$ cat src/rtl/rgbfmt_pkg.sv
`timescale 1ns/1ps
package rgbfmt_pkg;
  localparam int CH_W   = 8;
  localparam int PIX_W  = 3 * CH_W;
  localparam int NSIG   = 3;
  localparam int CTRL_W = 17;

  // index of each control signal within the per-signal vectors
  localparam int SIG_DE = 0;
  localparam int SIG_VS = 1;
  localparam int SIG_HS = 2;

  typedef enum logic [1:0] {
    ORD_RGB = 2'd0,
    ORD_BGR = 2'd1,
    ORD_GRB = 2'd2,
    ORD_BRG = 2'd3
  } order_e;

  typedef enum logic [2:0] {
    PK_ZERO       = 3'd0,
    PK_565_LOW    = 3'd1,
    PK_565_SPREAD = 3'd2,
    PK_565_SHIFT  = 3'd3,
    PK_666_LOW    = 3'd4,
    PK_666_SPREAD = 3'd5,
    PK_888        = 3'd6,
    PK_RSVD       = 3'd7
  } pack_e;

  // control word, most significant field first (bit 16 down to bit 0)
  typedef struct packed {
    logic            mode_bit;
    order_e          order;
    pack_e           pack;
    logic            pclk_inv;
    logic [NSIG-1:0] inv;
    logic [NSIG-1:0] fall;
    logic [NSIG-1:0] off;
    logic            en;
  } ctrl_t;

  typedef struct packed {
    logic [NSIG-1:0]  ctl;
    logic [PIX_W-1:0] data;
  } stage_t;
endpackage

$ cat src/rtl/rgbfmt_regs.sv
`timescale 1ns/1ps
module rgbfmt_regs
  import rgbfmt_pkg::*;
#(
  parameter int              ADDR_W  = 6,
  parameter int              DATA_W  = 32,
  parameter logic [DATA_W-1:0] ID_WORD = 32'h0064_7069
) (
  input  logic              clk,
  input  logic              rst,
  input  logic              reg_we,
  input  logic              reg_re,
  input  logic [ADDR_W-1:0] reg_addr,
  input  logic [DATA_W-1:0] reg_wdata,
  output logic [DATA_W-1:0] reg_rdata,
  output ctrl_t             ctrl
);
  localparam logic [ADDR_W-1:0] CTRL_OFS = '0;
  localparam int PAD_W = DATA_W - CTRL_W;

  logic hit_ctrl;
  logic unused_wdata_hi;

  assign hit_ctrl        = (reg_addr == CTRL_OFS);
  assign unused_wdata_hi = ^reg_wdata[DATA_W-1:CTRL_W];

  always_ff @(posedge clk) begin
    if (rst) begin
      ctrl      <= '0;
      reg_rdata <= '0;
    end else begin
      if (reg_we && hit_ctrl)
        ctrl <= ctrl_t'(reg_wdata[CTRL_W-1:0]);
      if (reg_re)
        reg_rdata <= hit_ctrl ? {{PAD_W{1'b0}}, ctrl} : ID_WORD;
    end
  end
endmodule

$ cat src/rtl/rgbfmt_shuffle.sv
`timescale 1ns/1ps
module rgbfmt_shuffle
  import rgbfmt_pkg::*;
(
  input  logic [PIX_W-1:0] pix_in,
  input  order_e           order,
  output logic [PIX_W-1:0] slots
);
  logic [CH_W-1:0] red, grn, blu;

  assign red = pix_in[3*CH_W-1 -: CH_W];
  assign grn = pix_in[2*CH_W-1 -: CH_W];
  assign blu = pix_in[CH_W-1 -: CH_W];

  always_comb begin
    unique case (order)
      ORD_RGB: slots = {red, grn, blu};
      ORD_BGR: slots = {blu, grn, red};
      ORD_GRB: slots = {grn, red, blu};
      ORD_BRG: slots = {blu, red, grn};
      default: slots = {red, grn, blu};
    endcase
  end
endmodule

$ cat src/rtl/rgbfmt_pack.sv
`timescale 1ns/1ps
module rgbfmt_pack
  import rgbfmt_pkg::*;
(
  input  logic [PIX_W-1:0] slots,
  input  pack_e            mode,
  output logic [PIX_W-1:0] lines
);
  logic [CH_W-1:0] s0, s1, s2;
  logic [4:0] s0_5, s2_5;
  logic [5:0] s0_6, s1_6, s2_6;

  assign s0 = slots[3*CH_W-1 -: CH_W];
  assign s1 = slots[2*CH_W-1 -: CH_W];
  assign s2 = slots[CH_W-1 -: CH_W];

  // reduced fields always keep the most significant bits of a channel
  assign s0_5 = s0[CH_W-1 -: 5];
  assign s2_5 = s2[CH_W-1 -: 5];
  assign s0_6 = s0[CH_W-1 -: 6];
  assign s1_6 = s1[CH_W-1 -: 6];
  assign s2_6 = s2[CH_W-1 -: 6];

  always_comb begin
    unique case (mode)
      PK_565_LOW:    lines = {8'd0, s0_5, s1_6, s2_5};
      PK_565_SPREAD: lines = {3'd0, s0_5, 2'd0, s1_6, 3'd0, s2_5};
      PK_565_SHIFT:  lines = {2'd0, s0_5, 3'd0, s1_6, 2'd0, s2_5, 1'b0};
      PK_666_LOW:    lines = {6'd0, s0_6, s1_6, s2_6};
      PK_666_SPREAD: lines = {2'd0, s0_6, 2'd0, s1_6, 2'd0, s2_6};
      PK_888:        lines = {s0, s1, s2};
      default:       lines = '0;
    endcase
  end
endmodule

$ cat src/rtl/rgbfmt_sigout.sv
`timescale 1ns/1ps
module rgbfmt_sigout (
  input  logic clk,
  input  logic rst,
  input  logic en,
  input  logic early,
  input  logic use_late,
  input  logic invert,
  output logic pin
);
  logic late_q;

  // half-cycle delayed copy, launched on the falling edge
  always_ff @(negedge clk) begin
    if (rst) late_q <= 1'b0;
    else     late_q <= early;
  end

  assign pin = en & ((use_late ? late_q : early) ^ invert);
endmodule

$ cat src/rtl/rgb_bus_formatter.sv
`timescale 1ns/1ps
module rgb_bus_formatter
  import rgbfmt_pkg::*;
#(
  parameter int                ADDR_W  = 6,
  parameter int                DATA_W  = 32,
  parameter logic [DATA_W-1:0] ID_WORD = 32'h0064_7069
) (
  input  logic              clk,
  input  logic              rst,
  input  logic              reg_we,
  input  logic              reg_re,
  input  logic [ADDR_W-1:0] reg_addr,
  input  logic [DATA_W-1:0] reg_wdata,
  output logic [DATA_W-1:0] reg_rdata,
  input  logic [PIX_W-1:0]  pix_rgb,
  input  logic              pix_hs,
  input  logic              pix_vs,
  input  logic              pix_de,
  output logic [PIX_W-1:0]  bus_data,
  output logic              bus_hs,
  output logic              bus_vs,
  output logic              bus_de,
  output logic              bus_pclk
);
  ctrl_t            ctrl_q;
  logic [PIX_W-1:0] slot_pix;
  logic [PIX_W-1:0] packed_pix;
  stage_t           stage_d, stage_q;
  logic [NSIG-1:0]  raw_ctl;
  logic [NSIG-1:0]  ctl_pins;
  logic             unused_mode;

  assign unused_mode = ctrl_q.mode_bit;

  rgbfmt_regs #(
    .ADDR_W (ADDR_W),
    .DATA_W (DATA_W),
    .ID_WORD(ID_WORD)
  ) u_regs (
    .clk      (clk),
    .rst      (rst),
    .reg_we   (reg_we),
    .reg_re   (reg_re),
    .reg_addr (reg_addr),
    .reg_wdata(reg_wdata),
    .reg_rdata(reg_rdata),
    .ctrl     (ctrl_q)
  );

  rgbfmt_shuffle u_shuffle (
    .pix_in(pix_rgb),
    .order (ctrl_q.order),
    .slots (slot_pix)
  );

  rgbfmt_pack u_pack (
    .slots(slot_pix),
    .mode (ctrl_q.pack),
    .lines(packed_pix)
  );

  always_comb begin
    raw_ctl         = '0;
    raw_ctl[SIG_HS] = pix_hs;
    raw_ctl[SIG_VS] = pix_vs;
    raw_ctl[SIG_DE] = pix_de;
    stage_d.data    = packed_pix;
    stage_d.ctl     = raw_ctl & ~ctrl_q.off;
  end

  // single pipeline stage; held cleared whenever the block is off
  always_ff @(posedge clk) begin
    if (rst || !ctrl_q.en) stage_q <= '0;
    else                   stage_q <= stage_d;
  end

  for (genvar i = 0; i < NSIG; i++) begin : g_sig
    rgbfmt_sigout u_sig (
      .clk     (clk),
      .rst     (rst),
      .en      (ctrl_q.en),
      .early   (stage_q.ctl[i]),
      .use_late(ctrl_q.fall[i]),
      .invert  (ctrl_q.inv[i]),
      .pin     (ctl_pins[i])
    );
  end

  assign bus_hs   = ctl_pins[SIG_HS];
  assign bus_vs   = ctl_pins[SIG_VS];
  assign bus_de   = ctl_pins[SIG_DE];
  assign bus_data = ctrl_q.en ? stage_q.data : '0;
  assign bus_pclk = ctrl_q.en & (clk ^ ctrl_q.pclk_inv);
endmodule

$ cat config.mk
export PLATFORM = sky130hd
export DESIGN_NAME = rgb_bus_formatter
export DESIGN_NICKNAME = d
export VERILOG_FILES = /design/src/rtl/rgbfmt_pkg.sv /design/src/rtl/rgbfmt_regs.sv /design/src/rtl/rgbfmt_shuffle.sv /design/src/rtl/rgbfmt_pack.sv /design/src/rtl/rgbfmt_sigout.sv /design/src/rtl/rgb_bus_formatter.sv
export SDC_FILE = /design/constraint.sdc
export NUM_CORES = 1
export LEC_CHECK = 0
export BUFFER_PORTS_ARGS = -buffer_cell sky130_fd_sc_hd__buf_2
export CAP_MARGIN = 10
export CORE_ASPECT_RATIO = 1.4
export CORE_UTILIZATION = 45
export CTS_CLUSTER_DIAMETER = 120
export DETAILED_ROUTE_END_ITERATION = 7
export PLACE_DENSITY_LB_ADDON = 0.25
export SLEW_MARGIN = 10
export SYNTH_ARGS = -nofsm -noshare
export SYNTH_HDL_FRONTEND = slang
export SYNTH_SLANG_ARGS = --single-unit
$ cat constraint.sdc
create_clock -name clk -period 1.6 [get_ports clk]
set_clock_uncertainty 0.05 [all_clocks]
set_input_delay 0.16 -clock clk [delete_from_list [all_inputs] [get_ports clk]]
set_output_delay 0.16 -clock clk [all_outputs]
set_load 0.02 [all_outputs]
==> results.cfg <==
[clock_tree]
clock_latency_ns = 0.45
clk_pin_slew_ns = 0.07
cts_tree = yes

[yosys]
synth_edf_count = 0
ys_types = 47
synthArstFlopShare_pct = 0
ys_ff_latch = 65
yosys_most_used_dff = dfxtp_1
synthesis.area_um2 = 3540
syn_inst = 413
synth_warnings = 0
seq_area_frac_synth_pct = 36.8
synth_area_per_cell_um2 = 8.57

[critical_path]
worstSetupPathDepth = 4
cp.arrival_ns = 2.22
crit_fanout = 1
crit_path_end_kind = output pin
worstRegToRegCells = 6
critPathSlowestCell = dfxtp_2
required_ns = 1.39
critPathLaunch = g_sig[0].u_sig.late_q
rr_startpoint = u_regs.ctrl[15]
cpPeakStageDelay_ns = 0.31
worstSetupStartpointType = flip-flop
path_cells = mux2i_2 > xnor2_1 > and2_4 > buf_6
critPathKind = flip-flop to output pin
critical_path.top_delay_family = flip-flops
crit_buf_inv = 1

[layout]
nets = 647
drive_gt1_share_pct = 44.6
diodes = 0
final_util_pct = 71.3
instances_no_fill = 680
areaGrowthSynthToFinish_pct = 51.2
fillers = 597
fin_area_um2 = 5350

[power_and_ir_drop]
switching_share_pct = 27.1
p_comb_share_pct = 13.0
intPower_w = 0.00270
power_frac_seq_pct = 44.3
pwr-share-clk_pct = 42.7
vdd_ir_drop_max_uv = 587
power.density_nw_per_um2 = 693
p_leak_nw = 2.21
switchingPower_w = 0.00100

[floorplanning]
die-area_um2 = 8230
num_io_pins = 129
dieWidth_um = 76.9
start_util_pct = 47.2
row_count = 37
die_h_um = 107
core_um2 = 7500

[route]
vias_per_cell = 5.55
drt-pass1-iter-count = 4
wirelength_um = 12300
postRouteAntennaNets = 0
vias = 3771
routedWlPerCell_um = 18.1
drc = 0
dr.first_iter.drc_count = 204

[timing]
worst_slack_ns = -0.826
finalSetupViolCount = 17
drv_slew = 0
hold_viol = 0
rsz0062_at_grt = yes

[flow_run]
cap_violations = 0

[worst_hold_path]
hp-start = rst
min_path_cells = 2
hold_class = input pin to flip-flop

[global_routing]
globalRouteMet1Util_pct = 30.5
grt_pass1_vias = 3837
use_met3_pct = 4.51
met2_usage_pct = 58.0
grt_max_degree = 20
grt.busiest_layer = met2
track_usage_pct = 30.6
grt_pass1_wl_um = 19200
antenna_found_initial = 0
gr-total-overflow = 0

[placed_design]
gp_congestion = 0.903
dp.cells = 627
dpl_cell_area_um2 = 4410
dpl.hpwl_um = 8460
io_buffers = 101

[outcome]
status = finished with violations
violations = setup timing
[final cells by class]
class / instances / area, µm² / area share, %
Timing Repair Buffer: 188 / 1310 / 24.4
Tap cell: 97 / 121 / 2.27
Sequential cell: 65 / 1310 / 24.4
Clock inverter: 10 / 85.1 / 1.59
Inverter: 5 / 18.8 / 0.351
Clock buffer: 12 / 163 / 3.04
Multi-Input combinational cell: 303 / 2350 / 43.9
[per-layer routing]
| layer | vias to the layer above | wire (µm) |
|---|---|---|
| met2 | 138 | 6860 |
| li1 | 1774 | - |
| met1 | 1821 | 4400 |
| met3 | 38 | 483 |
| met4 | 0 | 541 |
| met5 | - | 0 |
[layout by cell type (no fill, tap or decap), drive strengths merged, types with 9 or more instances in the layout]
cell,synthesis,layout
conb,1,12
inv,6,9
o22ai,12,12
mux2i,20,20
dlygate4sd3,0,24
mux2,15,15
a211oi,9,9
a22oi,11,11
dfxtp,65,65
and2,30,30
a21oi,35,35
nand2,28,28
buf,25,165
nand3,29,29
clkbuf,25,11
nand2b,17,17
nor2,29,29
[synth_stat cells (all sizes together), types with 3 or more instances]
master | n | area, µm²
buf | 25 | 168
nand3 | 29 | 145
o21ai | 8 | 40.0
a21oi | 35 | 175
a221oi | 3 | 26.3
dfxtp | 65 | 1300
mux4 | 5 | 113
and2 | 30 | 188
xnor2 | 3 | 26.3
nand2 | 28 | 105
mux2i | 20 | 204
mux2 | 15 | 173
inv | 6 | 22.5
o22ai | 12 | 75.1
nor2 | 29 | 109
a22oi | 11 | 87.6
clkbuf | 25 | 95.1
a32o | 3 | 30.0
nor2b | 6 | 37.5
a2bb2oi | 3 | 26.3
nor3b | 3 | 22.5
a211oi | 9 | 67.6
nand2b | 17 | 106
[cells by family after synthesis]
kind of cell           after synthesis  share of synthesized area [%]
AO/OA/AOI/OAI                      101                           19.4
XOR/XNOR                             4                          0.990
flip-flops                          65                           36.8
buffers and inverters               56                           8.06
AND/OR/NAND/NOR                    146                           20.8
multiplexers                        40                           13.8
other                                1                          0.106
[path summary, 6_finish.rpt]
path	endpoint	slack [ns]
hold reg to reg	stage_q[25]	0.41
setup reg to reg	stage_q[17]	-0.16
setup / recovery	bus_de	-0.83
hold / removal	u_regs.ctrl[12]	0.003
[metrics by stage]
step           hold WS, ns  setup slack [ns]  power (W)  TNS, ns
2_1_floorplan        0.250            -0.145    0.00193   -0.470
3_3_place_gp         0.363            -0.269    0.00208    -2.08
3_5_place_dp         0.369            -0.298    0.00208    -2.61
4_1_cts            0.00313            -0.793    0.00375    -2.70
5_1_grt             0.0238            -0.861    0.00385    -4.03
6_report           0.00252            -0.826    0.00371    -3.04
[sequential cells by signal, indices dropped and copies added, names as in the netlist]
signal	count
u_regs.ctrl	17
stage_q	27
u_regs.reg_rdata	18
g_sig.u_sig.late_q	3
[what timing repair did]
item | in CTS | in global routing
endpoints found under the hold margin | 20 | 0
hold buffers | 24 | 0
resized for setup | 56 | 35
setup buffers | 4 | 5
setup endpoints to repair | 25 | 44
pin swaps | 19 | 22
[power groups by stage]
stage,Sequential (W),Clock [W],Combinational (W)
final,0.00164,0.00158,0.000481
after detailed placement,0.00168,0.0000291,0.000370
after floorplan,0.00170,0.0000289,0.000204
after CTS,0.00164,0.00167,0.000441
after global routing,0.00164,0.00169,0.000510
after global placement,0.00168,0.0000291,0.000365
Power figures use the tool's default switching activity.
